### src/rtl/lasso_pkg.sv
package lasso_pkg;

  // Width of a lane vector: a zero-lane set still gets one (ignored) bit.
  function automatic int lanes(input int n);
    return (n > 0) ? n : 1;
  endfunction

  // Next value of one seen latch: a snapshot drops history, an armed
  // monitor records a high sample.
  function automatic logic seen_next(input logic held, input logic snap,
                                     input logic sig, input logic armed);
    return (snap ? 1'b0 : held) | (sig & armed);
  endfunction

  // Final verdict: lasso closed, fairness met, liveness not met.
  function automatic logic verdict(input logic loop, input logic fair_ok,
                                   input logic live_ok);
    return loop & fair_ok & ~live_ok;
  endfunction

endpackage

### src/rtl/lasso_match.sv
module lasso_match #(
  parameter int W = 4
) (
  input  logic [W-1:0] a,
  input  logic [W-1:0] b,
  output logic         eq
);
  // AND chain over per-bit XNORs.
  logic [W-1:0] chain;

  genvar i;
  generate
    for (i = 0; i < W; i++) begin : g_bit
      if (i == 0) begin : g_first
        assign chain[i] = ~(a[i] ^ b[i]);
      end else begin : g_next
        assign chain[i] = chain[i-1] & ~(a[i] ^ b[i]);
      end
    end
  endgenerate

  assign eq = chain[W-1];
endmodule

### src/rtl/lasso_snapshot.sv
module lasso_snapshot #(
  parameter int W = 4
) (
  input  logic         clk,
  input  logic         rst,
  input  logic         save,
  input  logic [W-1:0] state_cur,
  output logic         saved_q,
  output logic [W-1:0] shadow_q,
  output logic         armed,
  output logic         loop_hit
);
  logic match;

  always_ff @(posedge clk) begin
    if (rst) begin
      saved_q  <= 1'b0;
      shadow_q <= '0;
    end else begin
      saved_q <= save | saved_q;
      if (save) shadow_q <= state_cur;
    end
  end

  lasso_match #(.W(W)) u_match (
    .a  (state_cur),
    .b  (shadow_q),
    .eq (match)
  );

  assign armed    = save | saved_q;
  assign loop_hit = saved_q & match;
endmodule

### src/rtl/lasso_seen_bank.sv
module lasso_seen_bank
  import lasso_pkg::*;
#(
  parameter int N = 2
) (
  input  logic                clk,
  input  logic                rst,
  input  logic                save,
  input  logic                armed,
  input  logic [lanes(N)-1:0] sig,
  output logic [lanes(N)-1:0] seen_q,
  output logic                all_seen
);
  generate
    if (N == 0) begin : g_empty
      logic unused_lane;
      assign unused_lane = ^{sig, clk, rst, save, armed};
      assign seen_q      = '0;
      assign all_seen    = 1'b1;
    end else begin : g_lanes
      genvar k;
      for (k = 0; k < N; k++) begin : g_lane
        always_ff @(posedge clk) begin
          if (rst) seen_q[k] <= 1'b0;
          else     seen_q[k] <= seen_next(seen_q[k], save, sig[k], armed);
        end
      end
      assign all_seen = &seen_q;
    end
  endgenerate
endmodule

### src/rtl/lasso_monitor.sv
module lasso_monitor
  import lasso_pkg::*;
#(
  parameter int STATE_W  = 4,
  parameter int N_LIVE   = 2,
  parameter int N_FAIR   = 2,
  parameter bit ONE_STEP = 1'b0
) (
  input  logic                     clk,
  input  logic                     rst,
  input  logic                     save,
  input  logic [STATE_W-1:0]       state_cur,
  input  logic [STATE_W-1:0]       state_nxt,
  input  logic [lanes(N_LIVE)-1:0] live_sig,
  input  logic [lanes(N_FAIR)-1:0] fair_sig,
  output logic                     violation
);
  localparam int LW = lanes(N_LIVE);
  localparam int FW = lanes(N_FAIR);

  // Named internal events, observed by the bound checker.
  logic               saved_q;
  logic [STATE_W-1:0] shadow_q;
  logic               armed;
  logic               loop_hit;
  logic [LW-1:0]      live_seen;
  logic [FW-1:0]      fair_seen;
  logic               live_all;
  logic               fair_all;

  generate
    if (ONE_STEP) begin : g_one_step
      logic step_eq;
      logic unused_os;
      lasso_match #(.W(STATE_W)) u_step_match (
        .a  (state_cur),
        .b  (state_nxt),
        .eq (step_eq)
      );
      assign unused_os = clk ^ rst;
      assign saved_q   = 1'b0;
      assign shadow_q  = '0;
      assign armed     = save;
      assign loop_hit  = save & step_eq;
      assign live_seen = '0;
      assign fair_seen = '0;
      assign live_all  = (N_LIVE == 0) ? 1'b1 : &live_sig[LW-1:0];
      assign fair_all  = (N_FAIR == 0) ? 1'b1 : &fair_sig[FW-1:0];
    end else begin : g_general
      logic unused_nxt;
      assign unused_nxt = ^state_nxt;

      lasso_snapshot #(.W(STATE_W)) u_snap (
        .clk       (clk),
        .rst       (rst),
        .save      (save),
        .state_cur (state_cur),
        .saved_q   (saved_q),
        .shadow_q  (shadow_q),
        .armed     (armed),
        .loop_hit  (loop_hit)
      );

      lasso_seen_bank #(.N(N_LIVE)) u_live (
        .clk      (clk),
        .rst      (rst),
        .save     (save),
        .armed    (armed),
        .sig      (live_sig),
        .seen_q   (live_seen),
        .all_seen (live_all)
      );

      lasso_seen_bank #(.N(N_FAIR)) u_fair (
        .clk      (clk),
        .rst      (rst),
        .save     (save),
        .armed    (armed),
        .sig      (fair_sig),
        .seen_q   (fair_seen),
        .all_seen (fair_all)
      );
    end
  endgenerate

  assign violation = verdict(loop_hit, fair_all, live_all);
endmodule

### config.mk
export PLATFORM = sky130hd
export DESIGN_NAME = lasso_monitor
export DESIGN_NICKNAME = d
export VERILOG_FILES = /design/src/rtl/lasso_pkg.sv /design/src/rtl/lasso_match.sv /design/src/rtl/lasso_snapshot.sv /design/src/rtl/lasso_seen_bank.sv /design/src/rtl/lasso_monitor.sv
export SDC_FILE = /design/constraint.sdc
export NUM_CORES = 1
export LEC_CHECK = 0
export BUFFER_PORTS_ARGS = -buffer_cell sky130_fd_sc_hd__buf_4
export CAP_MARGIN = 20
export CORE_AREA = 2 2 39 41
export DETAILED_ROUTE_END_ITERATION = 6
export DIE_AREA = 0 0 41 43
export PLACE_DENSITY_LB_ADDON = 0.08
export RECOVER_POWER = 100
export SLEW_MARGIN = 5
export SYNTH_ARGS = -nofsm -noshare
export SYNTH_HDL_FRONTEND = slang
export SYNTH_SLANG_ARGS = --single-unit
export TNS_END_PERCENT = 20
### constraint.sdc
create_clock -name clk -period 0.8 [get_ports clk]
set_input_delay 0.04 -clock clk [delete_from_list [all_inputs] [get_ports clk]]
set_output_delay 0.04 -clock clk [all_outputs]
set_load 0.02 [all_outputs]
### After elaboration in Yosys (flattened, before gate mapping)

Cells that the tools add are included.

* register bits: 9
* output and inout port bits: 1

* mux-type cells: 4
* bitwise logic cells: 24
* reduce and logical (&&, ||, !) cells: 2

Operators with widths (count)
* $and 1x1->1: 10
* $not 1->1: 5
* $or 1x1->1: 5
* $mux 1: 4
* $reduce_and 2->1: 2
* $xor 1x1->1: 4

### Depth between registers and ports, before layout

* depth in word-level cells: 8
* depth in mapped cells: 3

### Cells and area by module

Synthesis repeated with hierarchy kept, for this count alone.

* cells, all modules: 41
* area total of the unflattened synthesis: 411.6 um^2

By module, submodules not included
* lasso_snapshot: instances 1, cells each 17, area an instance 195.2 um^2
* lasso_seen_bank: instances 2, cells each 9, area an instance 80.1 um^2
* lasso_match: instances 1, cells each 5, area an instance 47.5 um^2
* lasso_monitor: instances 1, cells each 1, area an instance 8.8 um^2

### Worst setup path before layout

OpenSTA, ideal clock, no wires.

* kind: flip-flop to output port
* from: register g_general.u_snap.shadow_q[0]
* to: output violation
* arrival: 0.957 ns
* data required time: 0.760 ns
* setup slack: -0.197 ns
* cell stages (with the launch flop): 4
* path buffers: 0
* cells stage by stage: dfxtp_1 -> nor2b_1 -> a221o_1 -> nor3_2

* cells in the longest elaborated chain, start to end: 8

RTL lines
* start, declared: RTL line lasso_snapshot.sv:9 `output logic [W-1:0] shadow_q,`
* start signal, assigned: RTL line lasso_snapshot.sv:21 `if (save) shadow_q <= state_cur;`
* $xor 1x1->1: RTL line lasso_match.sv:15 `assign chain[i] = ~(a[i] ^ b[i]);`
* $not 1->1: RTL line lasso_match.sv:15
* $and 1x1->1 (3 in series): RTL line lasso_match.sv:17 `assign chain[i] = chain[i-1] & ~(a[i] ^ b[i]);`
* $and 1x1->1: RTL line lasso_snapshot.sv:32 `assign loop_hit = saved_q & match;`
* $and 1x1->1 (2 in series): RTL line lasso_pkg.sv:18 `return loop & fair_ok & ~live_ok;`
* end, declared: RTL line lasso_monitor.sv:16 `output logic violation`

Every way passes these cells.

### Worst setup path in the final report

* from: register g_general.u_snap.shadow_q[2]
* to: output violation

* cells in the longest elaborated chain, start to end: 7

RTL lines (RTL line)
* $xor 1x1->1: lasso_match.sv:17
* $not 1->1: lasso_match.sv:17
* $and 1x1->1 (2 in series): lasso_match.sv:17
* $and 1x1->1: lasso_snapshot.sv:32
* $and 1x1->1 (2 in series): lasso_pkg.sv:18

Every way passes these cells.

==> flow_summary.toml <==
[timing]
rsz0062_at_grt = "true"
period_minus_slack_ns = 1.28
setup_viol = 1
tightest_slew_ns = 0.212
setup_ws_ns = -0.479
fin_crit_sh_pct = 160
fmax_mhz = 782
slew-limit-headroom_pct = 85.8
report.final.hold_viol_count = 0
slew_viol_final = 0
fin_skew_ns = 0.000240

[setup_path]
worstSetupEndpointType = "primary output"
worstPathRequired_ns = 0.76
worstPathArrival_ns = 1.24
path_class = "register to primary output"
cp-start-kind = "register"
critical-path-max-stage-delay_ns = 0.33
reg2reg_from = "g_general.u_snap.saved_q$_SDFF_PP0_"
critPathLaunch = "g_general.u_snap.shadow_q[2]$_SDFFE_PP0P_"
crit_path_top_delay_cell = "dfxtp_2"
crit_fanout = 2
path_cells = "xnor2_2 > o2111ai_2 > nor3_4 > buf_6"

[synth]
async_flop_share_pct = 0
synth_nets = 57
syn-cell-area_sq_um = 384
synth_area_per_cell_sq_um = 9.15
synth.area.top_cells = "dfxtp_1 47%, mux2i_1 10%, nand2b_1 8.1%"
synth_top_area_share_pct = 46.9
ys_warn_count = 0
ys_seq_area_share_pct = 46.9
synth_cell_types = 15
postSynthCellCount = 42
synth-seq-cells = 9
post-synth-top-area-cell = "dfxtp_1"
yosysMostFrequentCell = "dfxtp_1"
synth_edf_count = 0
synthTopCellsByCount = "9 x dfxtp_1, 6 x nor2_1, 5 x nand2b_1"
ys.flop_type = "dfxtp_1"

[grt]
grt-ovfl-total = 0
track_usage_pct = 13.5
grt_pass1_wl_mm = 1.49
grt_pass1_vias = 368
grt_max_degree = 14
antenna_found_initial = 0

[placed_design]
place_inst = 71
gp_congestion = 0.637
place_ws_ns = -0.248
port_buffers = 11

[run_status]
violations = "setup timing"
status = "complete, but fails checks"

[layout]
fin_cells = 76
nFillCells = 136
multi_input_area_sq_um = 223
area_growth_pct = 49.5
antenna_cells = 0
final-seq-area_sq_um = 183
finalNetCount = 76
drive_above_1_share_pct = 41.7

[clocking]
cts_buffers = 3
cts_buffer_depth = 2
ctsHtreeMaxLevel = 1
post_cts_buffers = 0
cts_tree = "built"
clock_latency_ns = 0.26
root_buffer = "clkbuf_4"
cts_sinks = 9
clk_pin_slew_ns = 0.06

[floorplanning]
die_height_microns = 43
ios = 16
core_sq_um = 1380
rows = 14
die_area_sq_um = 1760
fp.dieW_microns = 41
initial_core_util_pct = 27.8

[hold_path]
hp-start = "fair_sig[1]"
min_path_type = "input pin to register"

[drt]
num_vias = 350
vias_per_cell = 4.61
firstDrtPassIters = 4
drtAntennaViolNets = 0
drt_iter0_markers = 3
drt-total-wl_microns = 839
drc = 0
routedWlPerCell_microns = 11.0

[power_and_ir_drop]
irDropWorstVdd_mv = 0.828
p_leak_nw = 0.255
power.density_nw_per_um2 = 1770

[run]
maxCapViolations = 0
[path summary, 6_finish.rpt]
kind | cells after the start | endpoint | slack [ns]
worst max-delay path | 4 | violation | -0.48
worst min register to register | 2 | g_general.u_fair.seen_q[1]$_SDFF_PP0_ | 0.48
worst max register to register | 3 | g_general.u_live.seen_q[1]$_SDFF_PP0_ | 0.02
worst min-delay path | 3 | g_general.u_fair.seen_q[1]$_SDFF_PP0_ | 0.03
[through the flow]
step	power (mW)	util (%)	instance area (sq um)	setup TNS, ns	hold WS [ns]
detailed placement	0.655	37.2	514	-0.267	0.286
global placement	0.646	37.2	514	-0.189	0.279
finish	1.02	41.5	574	-0.479	0.0304
global route	1.09	41.5	574	-0.596	0.0325
CTS	1.02	39.4	546	-0.522	0.00191
floorplan	0.580	-	390	-0.160	0.187
[critical path, delay by kind of cell, from the launching register on]
| family | cells | cell delay (ns) |
|---|---|---|
| DFF | 1 | 0.33 |
| buffers and inverters | 1 | 0.14 |
| AOI/OAI and AO/OA | 1 | 0.16 |
| xor gates and xnor gates | 1 | 0.15 |
| and+or+nand+nor | 1 | 0.20 |
[metal layers]
layer / GRT usage [%] / routed length (microns)
met3: 4.71 / 33
met4: 12.0 / 27
met2: 18.4 / 441
met1: 15.5 / 336
met5: 0 / 0
[sequential cells by signal (all words and copies together), names as in the netlist]
register,count
g_general.u_fair.seen_q,2
g_general.u_live.seen_q,2
g_general.u_snap.saved_q,1
g_general.u_snap.shadow_q,4
[power by group]
group	internal (mW)	switching, mW	total, mW
Combinational	0.0936	0.0725	0.166
Sequential	0.479	0.0164	0.495
Clock	0.193	0.164	0.356
[cell usage in the layout (no fill, tap or decap), types with 2 or more instances in the layout]
| cell type | n |
|---|---|
| a21oi_1 | 4 |
| nand2b_1 | 4 |
| mux2i_1 | 4 |
| nor2_1 | 6 |
| o21ai_1 | 2 |
| clkbuf_4 | 3 |
| buf_4 | 11 |
| clkbuf_2 | 3 |
| dfxtp_1 | 7 |
| dfxtp_2 | 2 |
[repair_timing]
item	CTS	global route
gates resized for setup	3	7
pin swaps	0	4
hold endpoints to repair	0	1
endpoints found under the setup margin	2	4
cloned	0	0
hold buffers	0	1
[area by class of cell]
class                      instances  area share [%]
multi-input combinational         30            38.8
timing repair buffer              16            20.7
tap                               16            3.49
sequential                         9            31.8
clock buffer                       4            4.58
inverter                           1           0.654
[cells by family after synthesis]
| family | after synthesis | share of synthesized area [%] |
|---|---|---|
| XOR/XNOR | 2 | 4.56 |
| AND/OR/NAND/NOR | 14 | 19.5 |
| AO/OA/AOI/OAI | 10 | 15.3 |
| buffers and inverters | 3 | 3.25 |
| multiplexers | 4 | 10.4 |
| flip-flops | 9 | 46.9 |
Note: power is estimated with default switching activity, not from simulation.
